`config.mk`:
```
export PLATFORM = sky130hd
export DESIGN_NAME = scl_boot_gen
export DESIGN_NICKNAME = d
export VERILOG_FILES = /design/src/rtl/scl_gen_pkg.sv /design/src/rtl/scl_gen_datapath.sv /design/src/rtl/scl_gen_ctrl.sv /design/src/rtl/scl_boot_gen.sv
export SDC_FILE = /design/constraint.sdc
export NUM_CORES = 1
export LEC_CHECK = 0
export BUFFER_PORTS_ARGS = -buffer_cell sky130_fd_sc_hd__buf_2
export CAP_MARGIN = 40
export CORE_ASPECT_RATIO = 1.5
export CORE_UTILIZATION = 63
export DETAILED_ROUTE_END_ITERATION = 12
export PLACE_DENSITY = 0.92
export SYNTH_ARGS = -nofsm -noshare
export SYNTH_HDL_FRONTEND = slang
export SYNTH_HIERARCHICAL = 1
export SYNTH_SLANG_ARGS = --single-unit
```
`constraint.sdc`:
```
create_clock -name clk -period 6.7 [get_ports clk]
set_input_delay 0 -clock clk [delete_from_list [all_inputs] [get_ports clk]]
set_output_delay 0 -clock clk [all_outputs]
set_load 0.1 [all_outputs]
```
`src/rtl/scl_gen_pkg.sv`:
```
package scl_gen_pkg;

  localparam int DIV_W = 11;

  typedef enum logic [1:0] {
    ST_UNCFG,
    ST_LOW,
    ST_HIGH,
    ST_WAIT
  } sclState_e;

  // strobes from the phase controller to the datapath
  typedef struct packed {
    logic loadDiv;
    logic cntClr;
  } sclCtrl_t;

  // full-period divider per reference code and speed bit
  function automatic logic [DIV_W-1:0] divLookup(input logic [1:0] code,
                                                 input logic fast);
    logic [DIV_W-1:0] val;
    case ({code, fast})
      3'b000:  val = DIV_W'(1008);
      3'b001:  val = DIV_W'(256);
      3'b010:  val = DIV_W'(752);
      3'b011:  val = DIV_W'(192);
      3'b100:  val = DIV_W'(512);
      3'b101:  val = DIV_W'(128);
      3'b110:  val = DIV_W'(336);
      default: val = DIV_W'(96);
    endcase
    return val;
  endfunction

endpackage

```
`src/rtl/scl_gen_datapath.sv`:
```
module scl_gen_datapath
  import scl_gen_pkg::*;
#(
  parameter int SYNC_STAGES = 2
) (
  input  logic       clk,
  input  logic       rstN,
  input  sclCtrl_t   ctrl,
  input  logic [1:0] refCode,
  input  logic       fastSel,
  input  logic       sclIn,
  output logic       halfDone,
  output logic       sclHigh
);

  logic [DIV_W-1:0] divVal;
  logic [DIV_W-1:0] halfVal;
  logic [DIV_W-1:0] phaseCnt;
  logic             divLocked;
  logic [SYNC_STAGES-1:0] syncQ;

  assign halfVal = divVal >> 1;

  // divider capture, once per reset
  always_ff @(posedge clk or negedge rstN) begin
    if (!rstN) begin
      divVal    <= '0;
      divLocked <= 1'b0;
    end else if (ctrl.loadDiv && !divLocked) begin
      divVal    <= divLookup(refCode, fastSel);
      divLocked <= 1'b1;
    end
  end

  // phase counter
  always_ff @(posedge clk or negedge rstN) begin
    if (!rstN)            phaseCnt <= '0;
    else if (ctrl.cntClr) phaseCnt <= '0;
    else                  phaseCnt <= phaseCnt + 1'b1;
  end

  assign halfDone = divLocked && (phaseCnt == halfVal - 1'b1);

  // line synchronizer, reset to the released level
  always_ff @(posedge clk or negedge rstN) begin
    if (!rstN) syncQ <= '1;
    else       syncQ <= {syncQ[SYNC_STAGES-2:0], sclIn};
  end

  assign sclHigh = syncQ[SYNC_STAGES-1];

  p_div_locked_r4: assert property (@(posedge clk) disable iff (!rstN)
    divLocked |=> (divLocked && $stable(divVal)));

  p_div_even_r2: assert property (@(posedge clk) disable iff (!rstN)
    divLocked |-> (divVal[0] == 1'b0 && divVal != '0));

  p_cnt_bound_r1: assert property (@(posedge clk) disable iff (!rstN)
    divLocked |-> (phaseCnt < halfVal));

endmodule

```
`src/rtl/scl_gen_ctrl.sv`:
```
module scl_gen_ctrl
  import scl_gen_pkg::*;
#(
  parameter int BIT_COUNT = 9
) (
  input  logic     clk,
  input  logic     rstN,
  input  logic     cfgLoad,
  input  logic     halfDone,
  input  logic     sclHigh,
  output sclCtrl_t ctrl,
  output logic     sclDriveLow,
  output logic     riseStb,
  output logic     fallStb,
  output logic     byteEndStb,
  output logic     ackSlot,
  output logic     stretchActive
);

  localparam int IDX_W = $clog2(BIT_COUNT);
  localparam logic [IDX_W-1:0] LAST_IDX = IDX_W'(BIT_COUNT - 1);

  sclState_e        st, stNext;
  logic [IDX_W-1:0] bitIdx;
  logic             byteSeen;
  logic             doRise, doFall;

  always_comb begin
    stNext = st;
    ctrl   = '0;
    doRise = 1'b0;
    doFall = 1'b0;
    case (st)
      ST_UNCFG: begin
        ctrl.cntClr = 1'b1;
        if (cfgLoad) begin
          stNext       = ST_LOW;
          ctrl.loadDiv = 1'b1;
          doFall       = 1'b1;
        end
      end
      ST_LOW: begin
        if (halfDone) begin
          ctrl.cntClr = 1'b1;
          if (bitIdx == '0 && byteSeen) begin
            stNext = ST_WAIT;
          end else begin
            stNext = ST_HIGH;
            doRise = 1'b1;
          end
        end
      end
      ST_WAIT: begin
        ctrl.cntClr = 1'b1;
        if (sclHigh) begin
          stNext = ST_HIGH;
          doRise = 1'b1;
        end
      end
      default: begin
        if (halfDone) begin
          ctrl.cntClr = 1'b1;
          stNext      = ST_LOW;
          doFall      = 1'b1;
        end
      end
    endcase
  end

  always_ff @(posedge clk or negedge rstN) begin
    if (!rstN) begin
      st          <= ST_UNCFG;
      sclDriveLow <= 1'b0;
      riseStb     <= 1'b0;
      fallStb     <= 1'b0;
      byteEndStb  <= 1'b0;
      bitIdx      <= '0;
      byteSeen    <= 1'b0;
    end else begin
      st          <= stNext;
      sclDriveLow <= (stNext == ST_LOW);
      riseStb     <= doRise;
      fallStb     <= doFall;
      byteEndStb  <= doFall && (st == ST_HIGH) && (bitIdx == LAST_IDX);
      if (doFall && st == ST_HIGH) begin
        if (bitIdx == LAST_IDX) begin
          bitIdx   <= '0;
          byteSeen <= 1'b1;
        end else begin
          bitIdx <= bitIdx + 1'b1;
        end
      end
    end
  end

  assign ackSlot       = (bitIdx == LAST_IDX);
  assign stretchActive = (st == ST_WAIT);

  p_released_unconfigured_r3: assert property (@(posedge clk) disable iff (!rstN)
    (st == ST_UNCFG) |-> (!sclDriveLow && !riseStb && !fallStb && !byteEndStb));

  p_stretch_released_r5: assert property (@(posedge clk) disable iff (!rstN)
    stretchActive |-> !sclDriveLow);

  p_wait_at_frame_start_r8: assert property (@(posedge clk) disable iff (!rstN)
    stretchActive |-> (bitIdx == '0 && byteSeen));

  p_strobe_exclusive_r7: assert property (@(posedge clk) disable iff (!rstN)
    !(riseStb && fallStb));

  p_frame_end_on_fall_r7: assert property (@(posedge clk) disable iff (!rstN)
    byteEndStb |-> (fallStb && bitIdx == '0));

  p_fall_pulls_low_r1: assert property (@(posedge clk) disable iff (!rstN)
    fallStb |-> sclDriveLow);

endmodule

```
`src/rtl/scl_boot_gen.sv`:
```
module scl_boot_gen
  import scl_gen_pkg::*;
#(
  parameter int SYNC_STAGES = 2,
  parameter int BIT_COUNT   = 9
) (
  input  logic       clk,
  input  logic       rstN,
  input  logic       cfgLoad,
  input  logic [1:0] refCode,
  input  logic       fastSel,
  input  logic       sclIn,
  output logic       sclDriveLow,
  output logic       riseStb,
  output logic       fallStb,
  output logic       byteEndStb,
  output logic       ackSlot,
  output logic       stretchActive
);

  sclCtrl_t ctrl;
  logic     halfDone;
  logic     sclHigh;

  scl_gen_datapath #(.SYNC_STAGES(SYNC_STAGES)) i_datapath (
    .clk      (clk),
    .rstN     (rstN),
    .ctrl     (ctrl),
    .refCode  (refCode),
    .fastSel  (fastSel),
    .sclIn    (sclIn),
    .halfDone (halfDone),
    .sclHigh  (sclHigh)
  );

  scl_gen_ctrl #(.BIT_COUNT(BIT_COUNT)) i_ctrl (
    .clk           (clk),
    .rstN          (rstN),
    .cfgLoad       (cfgLoad),
    .halfDone      (halfDone),
    .sclHigh       (sclHigh),
    .ctrl          (ctrl),
    .sclDriveLow   (sclDriveLow),
    .riseStb       (riseStb),
    .fallStb       (fallStb),
    .byteEndStb    (byteEndStb),
    .ackSlot       (ackSlot),
    .stretchActive (stretchActive)
  );

endmodule

```
==> impl_results.md <==
- Final ANT Viol Nets: 0
- Final Slew Violations: 0
- Fin Clk Skew: roughly 17 ps
- Post-DP HPWL: between 2 and 2.5 mm
- Core Footprint: around 2500 µm²
- Post-Route WL: approximately 3.3 mm
- Post-Layout Cell Count: ~210
- Design Area, Final: between 1500 and 2000 µm²
- CTS max path bufs: 2
- Ys flop type: dfrtp_1
- Final hold violation count: 0
- Critical Path RT: about 7000 ps
- Largest cells by area after synthesis: dfrtp_1, ha_1, xnor2_1
- Commonest cells after routing, fill and taps aside: dfrtp_1, nor2_1, xnor2_1, buf_2, nand2_1
- # IOs: 13
- IO Port Bufs: 12
- Synth cell types: 46
- CTS Buf Count: 5
- Gr usage total: 0.278
- Ratio of cells with drive above 1 in the final layout: 0.202
- Setup TNS: 0 ps
- Final setup viols: 0
- Seq cells post-synth: 31
- Starting Density: 0.678
- Clock sinks: 31
- Worst-Skew Late Latency: roughly 350 ps
- Status: finished, final reports clean
- Syn Nets: roughly 180
- Number of global-route vias before repair: about 1,300
- Placed cell areas: 1760 µm²
- Multi-input logic area: around 860 µm²
- Most common cell after layout, fill and taps aside: dfrtp_1
- DRT met1 WL: 1.31 mm
- RD Place Congestion: 0.865
- Crit path arrival time: roughly 3200 ps
- Die boundary width: 44.2 µm
- Syn Area/Cell: around 10 µm²
- Die area: 2880 µm²
- H-Tree Depth: 2
- Post-synthesis cell count: 162
- Cells resized by post-CTS repair: 0
- Top cell type's share of synthesized area: 0.432
- Worst Path Class, Setup: flip-flop to flip-flop
- Fin crit share: 0.443
- Period minus WS final: 2970 ps
- RSZ-0062 raised after global routing: false
- Ys Warns: 6
- FF/Latch Area: slightly below 800 µm²
- DR vias/cell: between 6 and 7
- Fin util: 0.761
- GRT Residual Overflow: 0
- First-pass GRT wire length: between 5 and 6 mm
- Slew @ Worst Pin: 817 ps
- Placed Instances: about 200
- Asr flop ratio synth: 1.00
- Lkg Pwr: 0.869 nW
- Max Cap Viol: 0
- Via count: between 1,000 and 1,500
- Metal2 WL: 1.84 mm
- Startpoint types: flip-flop
- Initial antenna violation count: 0
- Maximum operating frequency: roughly 340 MHz
- EDFF count, synth: 0
- CTS tree: yes
- DRT iter0 DRCs: 27
- Clock slew at the register clock pins of the worst setup and hold paths: between 100 and 150 ps
- Routed len/inst: ~16 µm
- Largest net degree at the start of global routing: 32
- Ant. Diodes: 0
- Rows: 22
- Post-CTS setup buffer count: 0
- Post-synth top area cell: dfrtp_1
- DRC Markers: 0
- CP Capture Type: flip-flop
- Synthesized area: ~1700 µm²
- Syn-to-layout area delta: 12.2%
- Die Ht: around 65 µm
- PwrDens: about 190 nW/µm²
- Initial DRT Pass Iterations: 4
- Worst-path fanout max: 7
- Met3 Wirelength: 110 µm
- CTS root buf: clkbuf_4
- Normalized max-slew margin: 0.452
- Worst Hold Class: input port to flip-flop
- Worst VDD drop: approximately 0.00018 V
- Register area share after synthesis: 0.463
- Highest Signal Layer: met4
- Layout fillers: roughly 160
- # nets final: 198
==> logic make-up after synthesis <==
logic type      Yosys count  share of synthesized area
mux                       5                     0.0373
compound gates           24                     0.0999
flops                    31                      0.463
xor+xnor                 17                     0.0887
simple gates             64                      0.217
fa+ha+maj                 9                     0.0671
buf+inv                  12                     0.0268
==> per-stage QoR <==
step                      worst slack (ps)  hold slack, ps  power (W)
after CTS                             3720            2.19   0.000356
final                                 3730            5.52   0.000354
after detailed placement              3750            71.6   0.000201
after global routing                  3500            16.8   0.000364
after floorplan                       4160            -296   0.000194
after global placement                4010            52.6   0.000200
==> routing by layer <==
| layer | vias to the layer above | GRT usage |
|---|---|---|
| met5 | - | 0 |
| li1 | 601 | - |
| met4 | 0 | 0.114 |
| met2 | 28 | 0.478 |
| met3 | 6 | 0.0577 |
| met1 | 640 | 0.327 |
==> repair_timing <==
item	CTS	global route
endpoints found under the hold margin	33	0
hold buffers	4	0
endpoints found under the setup margin	0	0
==> power by group <==
| part | internal (W) | total, W | switching, W |
|---|---|---|---|
| Combinational | 0.00000430 | 0.0000106 | 0.00000625 |
| Sequential | 0.000188 | 0.000188 | 0.000000277 |
| Clock | 0.0000881 | 0.000155 | 0.0000667 |
| Total | 0.000280 | 0.000354 | 0.0000732 |
==> cell type report <==
type / instances / share of cell area
Clock inverter: 2 / 0.0186
Sequential cell: 31 / 0.413
Multi-Input combinational cell: 119 / 0.454
Timing Repair Buffer: 16 / 0.0531
Inverter: 9 / 0.0179
Clock buffer: 6 / 0.0272
Tap cell: 24 / 0.0159
==> Yosys cell counts, drive strengths merged, types with 2 or more instances <==
cell    instances
a21oi           4
and2            4
and3b           3
clkbuf          3
dfrtp          29
dfstp           2
ha              9
inv             9
mux2            4
nand2          11
nand2b          4
nand3           7
nand3b          2
nor2           13
nor2b           2
nor3            7
o21ai           7
o31ai           2
or2             2
or3             2
xnor2          12
xor2            5
==> state kept, by name, summed over array words and instances, names as in the netlist <==
register and count:
i_ctrl/bitIdx 4, i_ctrl/byteEndStb 1, i_ctrl/byteSeen 1, i_ctrl/fallStb 1, i_ctrl/riseStb 1, i_ctrl/sclDriveLow 1, i_ctrl/st 2, i_datapath/divLocked 1
i_datapath/divVal 6, i_datapath/phaseCnt 11, i_datapath/syncQ 2
==> final timing paths <==
path / from / end / slack [ps] / cells after the start
worst min register to register: i_datapath/syncQ[0] / i_datapath/syncQ[1] / 370 / 0
min in group asynchronous: rstN / i_datapath/phaseCnt[10] / 210 / 2
worst max-delay path: i_datapath/divVal[4] / i_ctrl/bitIdx[3] / 3730 / 9
max in group asynchronous: rstN / i_ctrl/bitIdx[1] / 6040 / 2
worst min-delay path: cfgLoad / i_datapath/divLocked / 6 / 3
worst max register to register: i_datapath/divVal[4] / i_ctrl/bitIdx[3] / 3730 / 9
==> worst max-delay path, stage by stage (launching register included) <==
cell	delay [ps]
dfrtp_1	430
inv_1	100
ha_1	310
xnor2_1	130
nor3_1	230
nand4_1	140
a311oi_1	670
and2_2	330
o221ai_1	130
a221o_1	380
Note: power is estimated with default switching activity, not from simulation.
